**config.mk**
```make
export PLATFORM = sky130hd
export DESIGN_NAME = i2c_hold_rx
export DESIGN_NICKNAME = d
export VERILOG_FILES = /design/src/rtl/i2c_rx_pkg.sv /design/src/rtl/i2c_rx_sync.sv /design/src/rtl/i2c_rx_cond.sv /design/src/rtl/i2c_rx_core.sv /design/src/rtl/i2c_hold_rx.sv
export SDC_FILE = /design/constraint.sdc
export NUM_CORES = 1
export LEC_CHECK = 0
export ABC_CLOCK_PERIOD_IN_PS = 3100
export CORE_UTILIZATION = 34
export CTS_CLUSTER_SIZE = 30
export DETAILED_ROUTE_END_ITERATION = 12
export SYNTH_ARGS = -nofsm -noshare
export SYNTH_HDL_FRONTEND = slang
export SYNTH_HIERARCHICAL = 1
export SYNTH_SLANG_ARGS = --single-unit
```
**constraint.sdc**
```tcl
create_clock -name clk -period 3.1 [get_ports clk]
set_input_delay 0.465 -clock clk [delete_from_list [all_inputs] [get_ports clk]]
set_output_delay 0.465 -clock clk [all_outputs]
set_load 0.01 [all_outputs]
```
**src/rtl/i2c_rx_pkg.sv**
```systemverilog
package i2c_rx_pkg;
  typedef enum logic [2:0] {
    ST_IDLE,   // waiting for a start
    ST_SHIFT,  // collecting bits of a byte
    ST_HOLD8,  // paused after 8th falling edge, host decides
    ST_ACK,    // driving the acknowledge slot
    ST_HOLD9   // paused after 9th falling edge
  } rx_state_e;
endpackage

```
**src/rtl/i2c_rx_sync.sv**
```systemverilog
module i2c_rx_sync #(
  parameter int STAGES = 2,
  parameter int LINES  = 2
) (
  input  logic             clk,
  input  logic             rst,
  input  logic [LINES-1:0] din,
  output logic [LINES-1:0] level,
  output logic [LINES-1:0] rise,
  output logic [LINES-1:0] fall
);
  for (genvar g = 0; g < LINES; g++) begin : g_line
    logic [STAGES:0] chain;
    always_ff @(posedge clk) begin
      if (rst) chain <= '1;
      else     chain <= {chain[STAGES-1:0], din[g]};
    end
    assign level[g] = chain[STAGES-1];
    assign rise[g]  = chain[STAGES-1] & ~chain[STAGES];
    assign fall[g]  = ~chain[STAGES-1] & chain[STAGES];
  end
endmodule

```
**src/rtl/i2c_rx_cond.sv**
```systemverilog
module i2c_rx_cond (
  input  logic scl_level,
  input  logic sda_rise,
  input  logic sda_fall,
  output logic start_det,
  output logic stop_det
);
  always_comb begin
    start_det = sda_fall & scl_level;
    stop_det  = sda_rise & scl_level;
  end
endmodule

```
**src/rtl/i2c_rx_core.sv**
```systemverilog
module i2c_rx_core
  import i2c_rx_pkg::*;
#(
  parameter int BYTE_W = 8
) (
  input  logic              clk,
  input  logic              rst,
  input  logic              scl_rise,
  input  logic              scl_fall,
  input  logic              sda_level,
  input  logic              start_det,
  input  logic              stop_det,
  input  logic [BYTE_W-2:0] cfg_addr,
  input  logic              cfg_addr_hold,
  input  logic              cfg_data_hold,
  input  logic              cfg_stretch,
  input  logic              cfg_start_irq,
  input  logic              cfg_stop_irq,
  input  logic              cfg_ovr_en,
  input  logic              host_ack_nack,
  input  logic              host_release,
  input  logic              host_rd,
  input  logic              host_irq_clr,
  input  logic              host_ovf_clr,
  output logic              scl_pull,
  output logic              sda_pull,
  output logic [BYTE_W-1:0] rx_byte,
  output logic              rx_full,
  output logic              rx_ovf,
  output logic              irq,
  output logic              st_start,
  output logic              st_stop,
  output logic              st_rw,
  output logic              st_data,
  output logic              st_acktim,
  output logic              clk_rel
);
  localparam int CNT_W = $clog2(BYTE_W + 1);
  localparam logic [CNT_W-1:0] LAST_BIT = CNT_W'(BYTE_W);

  rx_state_e         state;
  logic [BYTE_W-1:0] shreg;
  logic [CNT_W-1:0]  bit_cnt;
  logic              in_data;
  logic              ack_nack;

  logic addr_ok, blocked, pause_here, byte_end;

  always_comb begin
    addr_ok    = (shreg[BYTE_W-1:1] == cfg_addr) && !shreg[0];
    blocked    = (rx_full || rx_ovf) && !cfg_ovr_en;
    pause_here = in_data ? cfg_data_hold : cfg_addr_hold;
    byte_end   = scl_fall && (bit_cnt == LAST_BIT);
  end

  always_ff @(posedge clk) begin
    if (rst) begin
      state     <= ST_IDLE;
      shreg     <= '0;
      bit_cnt   <= '0;
      in_data   <= 1'b0;
      ack_nack  <= 1'b1;
      scl_pull  <= 1'b0;
      sda_pull  <= 1'b0;
      rx_byte   <= '0;
      rx_full   <= 1'b0;
      rx_ovf    <= 1'b0;
      irq       <= 1'b0;
      st_start  <= 1'b0;
      st_stop   <= 1'b0;
      st_rw     <= 1'b0;
      st_data   <= 1'b0;
      st_acktim <= 1'b0;
      clk_rel   <= 1'b1;
    end else begin
      // host side clears; block-side sets below take priority
      if (host_rd)      rx_full <= 1'b0;
      if (host_irq_clr) irq     <= 1'b0;
      if (host_ovf_clr) rx_ovf  <= 1'b0;
      if (host_release) clk_rel <= 1'b1;

      if (start_det) begin
        st_start <= 1'b1;
        st_stop  <= 1'b0;
        state    <= ST_SHIFT;
        bit_cnt  <= '0;
        in_data  <= 1'b0;
        sda_pull <= 1'b0;
        scl_pull <= 1'b0;
        if (cfg_start_irq) irq <= 1'b1;
      end else if (stop_det) begin
        st_stop  <= 1'b1;
        st_start <= 1'b0;
        state    <= ST_IDLE;
        sda_pull <= 1'b0;
        scl_pull <= 1'b0;
        if (cfg_stop_irq) irq <= 1'b1;
      end else begin
        unique case (state)
          ST_IDLE: ;
          ST_SHIFT: begin
            if (scl_rise && bit_cnt != LAST_BIT) begin
              shreg   <= {shreg[BYTE_W-2:0], sda_level};
              bit_cnt <= bit_cnt + 1'b1;
            end else if (byte_end) begin
              if (!in_data && !addr_ok) begin
                state <= ST_IDLE;
              end else begin
                if (rx_full) rx_ovf <= 1'b1;
                if (blocked) begin
                  ack_nack <= 1'b1;
                  state    <= ST_ACK;
                end else begin
                  rx_byte <= shreg;
                  rx_full <= 1'b1;
                  st_data <= in_data;
                  if (!in_data) st_rw <= shreg[0];
                  if (pause_here) begin
                    irq       <= 1'b1;
                    st_acktim <= 1'b1;
                    clk_rel   <= 1'b0;
                    scl_pull  <= 1'b1;
                    state     <= ST_HOLD8;
                  end else begin
                    ack_nack <= 1'b0;
                    sda_pull <= 1'b1;
                    state    <= ST_ACK;
                  end
                end
              end
            end
          end
          ST_HOLD8: begin
            if (host_release) begin
              ack_nack <= host_ack_nack;
              sda_pull <= !host_ack_nack;
              scl_pull <= 1'b0;
              state    <= ST_ACK;
            end
          end
          ST_ACK: begin
            if (scl_fall) begin
              sda_pull  <= 1'b0;
              st_acktim <= 1'b0;
              if (!ack_nack) begin
                irq <= 1'b1;
                if (cfg_stretch) begin
                  clk_rel  <= 1'b0;
                  scl_pull <= 1'b1;
                  state    <= ST_HOLD9;
                end else begin
                  state   <= ST_SHIFT;
                  bit_cnt <= '0;
                  in_data <= 1'b1;
                end
              end else begin
                state <= ST_IDLE;
              end
            end
          end
          ST_HOLD9: begin
            if (host_release) begin
              scl_pull <= 1'b0;
              state    <= ST_SHIFT;
              bit_cnt  <= '0;
              in_data  <= 1'b1;
            end
          end
          default: state <= ST_IDLE;
        endcase
      end
    end
  end
endmodule

```
**src/rtl/i2c_hold_rx.sv**
```systemverilog
module i2c_hold_rx #(
  parameter int BYTE_W      = 8,
  parameter int SYNC_STAGES = 2
) (
  input  logic              clk,
  input  logic              rst,
  input  logic              scl_i,
  input  logic              sda_i,
  output logic              scl_pull,
  output logic              sda_pull,
  input  logic [BYTE_W-2:0] cfg_addr,
  input  logic              cfg_addr_hold,
  input  logic              cfg_data_hold,
  input  logic              cfg_stretch,
  input  logic              cfg_start_irq,
  input  logic              cfg_stop_irq,
  input  logic              cfg_ovr_en,
  input  logic              host_ack_nack,
  input  logic              host_release,
  input  logic              host_rd,
  input  logic              host_irq_clr,
  input  logic              host_ovf_clr,
  output logic [BYTE_W-1:0] rx_byte,
  output logic              rx_full,
  output logic              rx_ovf,
  output logic              irq,
  output logic              st_start,
  output logic              st_stop,
  output logic              st_rw,
  output logic              st_data,
  output logic              st_acktim,
  output logic              clk_rel
);
  localparam int SCL_IDX = 0;
  localparam int SDA_IDX = 1;

  logic [1:0] lvl, rse, fll;
  logic       start_det, stop_det;

  i2c_rx_sync #(.STAGES(SYNC_STAGES), .LINES(2)) u_sync (
    .clk(clk), .rst(rst), .din({sda_i, scl_i}),
    .level(lvl), .rise(rse), .fall(fll)
  );

  i2c_rx_cond u_cond (
    .scl_level(lvl[SCL_IDX]), .sda_rise(rse[SDA_IDX]), .sda_fall(fll[SDA_IDX]),
    .start_det(start_det), .stop_det(stop_det)
  );

  i2c_rx_core #(.BYTE_W(BYTE_W)) u_core (
    .clk(clk), .rst(rst),
    .scl_rise(rse[SCL_IDX]), .scl_fall(fll[SCL_IDX]), .sda_level(lvl[SDA_IDX]),
    .start_det(start_det), .stop_det(stop_det),
    .cfg_addr(cfg_addr), .cfg_addr_hold(cfg_addr_hold), .cfg_data_hold(cfg_data_hold),
    .cfg_stretch(cfg_stretch), .cfg_start_irq(cfg_start_irq), .cfg_stop_irq(cfg_stop_irq),
    .cfg_ovr_en(cfg_ovr_en), .host_ack_nack(host_ack_nack), .host_release(host_release),
    .host_rd(host_rd), .host_irq_clr(host_irq_clr), .host_ovf_clr(host_ovf_clr),
    .scl_pull(scl_pull), .sda_pull(sda_pull), .rx_byte(rx_byte), .rx_full(rx_full),
    .rx_ovf(rx_ovf), .irq(irq), .st_start(st_start), .st_stop(st_stop), .st_rw(st_rw),
    .st_data(st_data), .st_acktim(st_acktim), .clk_rel(clk_rel)
  );
endmodule

```
# [Word-level counts from Yosys, hierarchy flattened]
# Cells that the tools add are included.
# W data, S select, Z words.
[totals] elab_cells=193 reg_bits=42 inputBits=22
[op_classes] n_eq_ne=28 n_addsub=1 n_bitwise=17 n_reduce_logical=33 mux=94
[op_table] op="$mux W1" n=71
[op_table] op="$mux W3" n=9
[op_table] op="$reduce_and A8 Y1" n=3
[op_table] op="$mux W4" n=5
[op_table] op="$ne A2 B2 Y1 const B" n=9
[op_table] op="$reduce_and A6 Y1" n=3
[op_table] op="$ne A4 B4 Y1 const B" n=4
[op_table] op="$pmux W3 S5" n=1
[op_table] op="$reduce_and A7 Y1" n=2
[op_table] op="$pmux W4 S3" n=1
[op_table] op="$not A1 Y1" n=11
[op_table] op="$ne A2 B1 Y1 const B" n=5
[op_table] op="$pmux W1 S2" n=5
[op_table] op="$reduce_and A10 Y1" n=1
[op_table] op="$reduce_and A9 Y1" n=1
[op_table] op="$reduce_bool A3 Y1" n=3
[op_table] op="$ne A4 B3 Y1 const B" n=2
[op_table] op="$reduce_bool A2 Y1" n=4
[op_table] op="$eq A7 B7 Y1" n=1
[op_table] op="$and A1 B1 Y1" n=6
[op_table] op="$eq A3 B2 Y1 const B" n=2
[op_table] op="$pmux W1 S3" n=2
[op_table] op="$logic_and A1 B1 Y1" n=5
[op_table] op="$logic_not A1 Y1" n=5
[op_table] op="11 further kinds" n=12

# [Depth between registers and ports, before layout]
[logic_depth] depth_word=10 depth_mapped=8 ltp_nobuf=7

# [By module]
# The synthesis kept the hierarchy.
[by_module_without_submodules] mod="i2c_rx_core" area_per_inst_um2=1993.2 instances=1 cells_per_inst=223 seq_area_each_um2=720.7
[by_module_without_submodules] mod="i2c_rx_sync" area_per_inst_um2=197.7 instances=1 cells_per_inst=18 seq_area_each_um2=120.1
[by_module_without_submodules] mod="i2c_rx_cond" area_per_inst_um2=12.5 instances=1 cells_per_inst=2 seq_area_each_um2=0.0

# [Worst setup path before layout]
# No wires, ideal clock.
[synth_path] path_kind="register to register" start="register u_sync.g_line[1].chain[1]" end="register u_core.rx_byte[0]" synth_period_minus_slack_ns=1.863 setup_time_ns=0.072 n_path_buf=1 stages_incl_launch_ff=8 path_slack_ns=1.237 required_ns=3.028 t_arrival_ns=1.791 path_cell_list="dfxtp_1 > nor2b_1 > and2_1 > buf_2 > nor4_2 > nand3_1 > nor2_4 > mux2i_1"
[synth_between] word_cells_on_any_way=8 cone_classes="bitwise: 7; reduce/logical: 1"
[synth_rtl] item="start, declared" line="i2c_rx_sync.sv:13" text="logic [STAGES:0] chain;"
[synth_rtl] item="start signal, assigned" line="i2c_rx_sync.sv:16" text="else chain <= {chain[STAGES-1:0], din[g]};"
[synth_rtl] item="$and A1 B1 Y1" line="i2c_rx_sync.sv:19" text="assign rise[g] = chain[STAGES-1] & ~chain[STAGES];"
[synth_rtl] item="net rse[1]" line="i2c_hold_rx.sv:37" text="logic [1:0] lvl, rse, fll;"
[synth_rtl] item="$and A1 B1 Y1" line="i2c_rx_cond.sv:10" text="stop_det = sda_rise & scl_level;"
[synth_rtl] item="net stop_det" line="i2c_hold_rx.sv:38" text="logic start_det, stop_det;"
[synth_rtl] item="$not A1 Y1 (no line)"
[synth_rtl] item="$reduce_and A7 Y1 (no line)"
[synth_rtl] item="end signal, assigned" line="i2c_rx_core.sv:114" text="rx_byte <= shreg;"
[synth_rtl] item="end, declared" line="i2c_rx_core.sv:27" text="output logic [BYTE_W-1:0] rx_byte,"
# The timed path passes the listed nets, and every way through them passes these cells.
# A chain may end at the register's enable or synchronous reset.

# [Final worst setup path]
[layout_path] start="register u_core.state[0]" end="register u_core.rx_byte[1]"
[layout_between] elab_chain_len=2
[layout_rtl] item="start, declared" line="i2c_rx_core.sv:41" text="rx_state_e state;"
[layout_rtl] item="start signal, assigned" line="i2c_rx_core.sv:58" text="state <= ST_IDLE;"
[layout_rtl] item="start signal, assigned" line="i2c_rx_core.sv:85" text="state <= ST_SHIFT;"
[layout_rtl] item="start signal, assigned" line="i2c_rx_core.sv:94" text="state <= ST_IDLE;"
[layout_rtl] item="$eq A3 B1 Y1" line="i2c_rx_core.sv:99" text="unique case (state)"
[layout_rtl] item="$reduce_and A7 Y1 (no line)"
# No other way between the ends.

==> impl_metrics.yaml <==
yosys:
  synth_cells: 243
  ys_types: 60
  async_flop_share_pct: 0
  ys.flop_type: "dfxtp_1"
  synth_top_cell_by_area: "dfxtp_1"
  synthTopCellsByCount: "dfxtp_1, nor2_1, nand2b_1"
  synth_top_area_share_pct: 38.16
  synth_most_common_cell: "dfxtp_1"
  syn-cell-area_um2: 2203
  synth-seq-area-share_pct: 38.16
  ys_ff_latch: 42
  synth_edf_count: 0
  avgSynthCellArea_um2: 9.067
  synth_nets: 267
  synth_area_leaders: "dfxtp_1, mux2i_1, nand2b_1"
  ys_warn_count: 6
die:
  num_rows: 28
  start_util_pct: 36.15
  core_region_area_um2: 6096
  die_y_um: 82.50
  die_x_um: 82.50
  dieArea_um2: 6806
  num_io_pins: 41
worst_setup_path:
  r2r_setup_slack_ns: 0.80
  r2r-end: "u_core/rx_byte[1]"
  cp_slowest_stage_delay_ns: 0.67
  cp-start-kind: "flip-flop"
  end_kind: "flip-flop"
  critical_path.endpoint: "u_core/rx_byte[1]"
  reg2regPathDepth: 5
  arrival_ns: 2.53
  crit_fanout: 17
  critPathKind: "flip-flop to flip-flop"
  slowest_stage: "dfxtp_1"
  worstPathCellList: "nand2b_1, nor4_2, nand3_1, nor2_4, mux2i_1"
  cp_data_required_time_ns: 3.33
  r2r_start: "u_core/state[0]"
  cp-startpoint: "u_core/state[0]"
global_route:
  grt.overflow.total: 0
  grt.total_usage_pct: 16.38
  grt_first_pass_wirelength_mm: 8.342
  met3_usage_pct: 3.516
  grt_pass1_vias: 1715
  met1_usage_pct: 22.35
  antenna_found_initial: 0
  grt_max_degree: 25
  top_usage_layer: "met2"
  met2_usage_pct: 24.71
timing:
  whs_ns: 0.4116
  maxSlewHeadroom_pct: 58.74
  fin_setup_tns_ns: 0
  hold_viol: 0
  clock_skew_ns: 0.005467
  finalSetupViolCount: 0
  period_share_pct: 74.18
  finalCriticalPeriod_ns: 2.300
  final_max_slew_viol_count: 0
  fmax_mhz: 434.9
  rsz0062_at_grt: "no"
  tightest_slew_ns: 0.6142
detailed_routing:
  viasPerCell: 5.260
  wl_mm: 5.026
  drtIter0Drc: 173
  routedWlPerCell_um: 14.20
  dr_total_vias: 1862
  post-route-drc-count: 0
  drt.antenna.violating_nets: 0
  drtPass1Iterations: 4
clocking:
  cts_root_buf: "clkbuf_8"
  insertion_delay_ns: 0.30
  cts_resized: 0
  cts_made_buffers: 5
  cts.htree.levels: 2
  postCtsHoldBufs: 0
  clkSlewWorstSetupHoldPaths_ns: 0.08
  clock-sinks: 42
  post_cts_buffers: 0
  cts_tree: "yes"
  clock_path_buffers: 2
power:
  p_per_area_nw_per_um2: 383.5
  pwr-share-seq_pct: 51.7
  switchingPower_mw: 0.2310
  combPwrFrac_pct: 6.9
  switching_share_pct: 21.87
  ir_worst_vdd_uv: 163.7
  pwr-share-clk_pct: 41.5
  power_leakage_nw: 0.9978
  p_int_mw: 0.8254
outcome:
  outcome: "finished, final reports clean"
place:
  port_buffers: 40
  dp.final_hpwl_mm: 3.574
  finalWeightedCongestion: 0.8303
layout:
  diodes: 0
  area_growth_pct: 25.04
  layout-drive-gt1-share_pct: 8.244
  nets: 302
min_path:
  hold_depth: 1
  hold_class: "flip-flop to flip-flop"
run:
  maxCapViolations: 0
==> critical path, delay by kind of cell, from the launching register on <==
family	cells	cell delay [ns]
multiplexers	1	0.23
flip-flops	1	0.67
AND/OR/NAND/NOR	4	1.33
==> metal layers <==
metal	part of all wire, %	up-vias
met5	0	-
met4	1.7	0
met3	6.2	7
met2	45	66
met1	47	860
li1	-	929
==> metrics by stage <==
step	utilization (%)	cells	cell area [um2]	power [mW]	setup WS, ns
finish	45.20	354	2755	1.056	0.8004
global route	45.20	354	2755	1.099	0.6385
CTS	45.20	354	2755	1.071	0.8491
detailed placement	43.39	346	2645	0.6316	0.6721
global placement	43.39	346	2645	0.6312	0.6846
floorplan	-	243	2203	0.5922	1.237
==> layout make-up <==
type	instances	area [um2]
Clock buffer	6	72.57
Clock inverter	2	37.54
Fill cell	633	3341
Inverter	5	18.77
Multi-Input combinational cell	181	1269
Sequential cell	42	840.8
Tap cell	75	93.84
Timing Repair Buffer	43	422.9
==> power by group through the flow <==
stage	combinational (mW)	sequential (mW)	clock (mW)
2_1_floorplan	0.0338	0.558	0
3_3_place_gp	0.0728	0.558	0
3_5_place_dp	0.0729	0.559	0
4_1_cts	0.0735	0.546	0.451
5_1_grt	0.0792	0.547	0.473
6_report	0.0726	0.546	0.438
==> state kept, by name, summed over array words and instances, names as in the netlist <==
signal,flops
u_core/ack_nack,1
u_core/bit_cnt,4
u_core/clk_rel,1
u_core/in_data,1
u_core/irq,1
u_core/rx_byte,8
u_core/rx_full,1
u_core/rx_ovf,1
u_core/scl_pull,1
u_core/sda_pull,1
u_core/shreg,8
u_core/st_acktim,1
u_core/st_data,1
u_core/st_rw,1
u_core/st_start,1
u_core/st_stop,1
u_core/state,3
u_sync/g_line.chain,6
==> worst min-delay path by stage <==
stage / startpoint / endpoint / slack [ns]
floorplan: u_sync/g_line[1].chain[0] / u_sync/g_line[1].chain[1] / 0.38
global placement: u_sync/g_line[1].chain[0] / u_sync/g_line[1].chain[1] / 0.39
detailed placement: u_sync/g_line[0].chain[0] / u_sync/g_line[0].chain[1] / 0.39
CTS: u_sync/g_line[0].chain[0] / u_sync/g_line[0].chain[1] / 0.41
global route: u_sync/g_line[1].chain[0] / u_sync/g_line[1].chain[1] / 0.44
finish: u_sync/g_line[1].chain[0] / u_sync/g_line[1].chain[1] / 0.41
==> cells by family after synthesis <==
kind of cell | synth area share [%]
fa+ha+maj | 1.590
compound gates | 16.81
simple gates | 27.83
mux | 8.177
buf+inv | 4.258
flops | 38.16
xor+xnor | 3.180
==> layout by cell type, fill, tap and decap left out, types with 6 or more instances in the layout <==
| cell | synthesis | final |
|---|---|---|
| o21ai_0 | 7 | 7 |
| nor2b_1 | 9 | 9 |
| nor3b_1 | 7 | 7 |
| mux2i_1 | 18 | 18 |
| clkdlybuf4s50_1 | 0 | 40 |
| dfxtp_1 | 42 | 42 |
| nor2_1 | 24 | 24 |
| xor2_1 | 7 | 7 |
| nor3_1 | 6 | 6 |
| nand2b_1 | 19 | 19 |
| or2_1 | 6 | 6 |
| a21oi_1 | 10 | 10 |
| nand2_1 | 7 | 7 |
No activity file was read; power rests on OpenSTA's default activity.
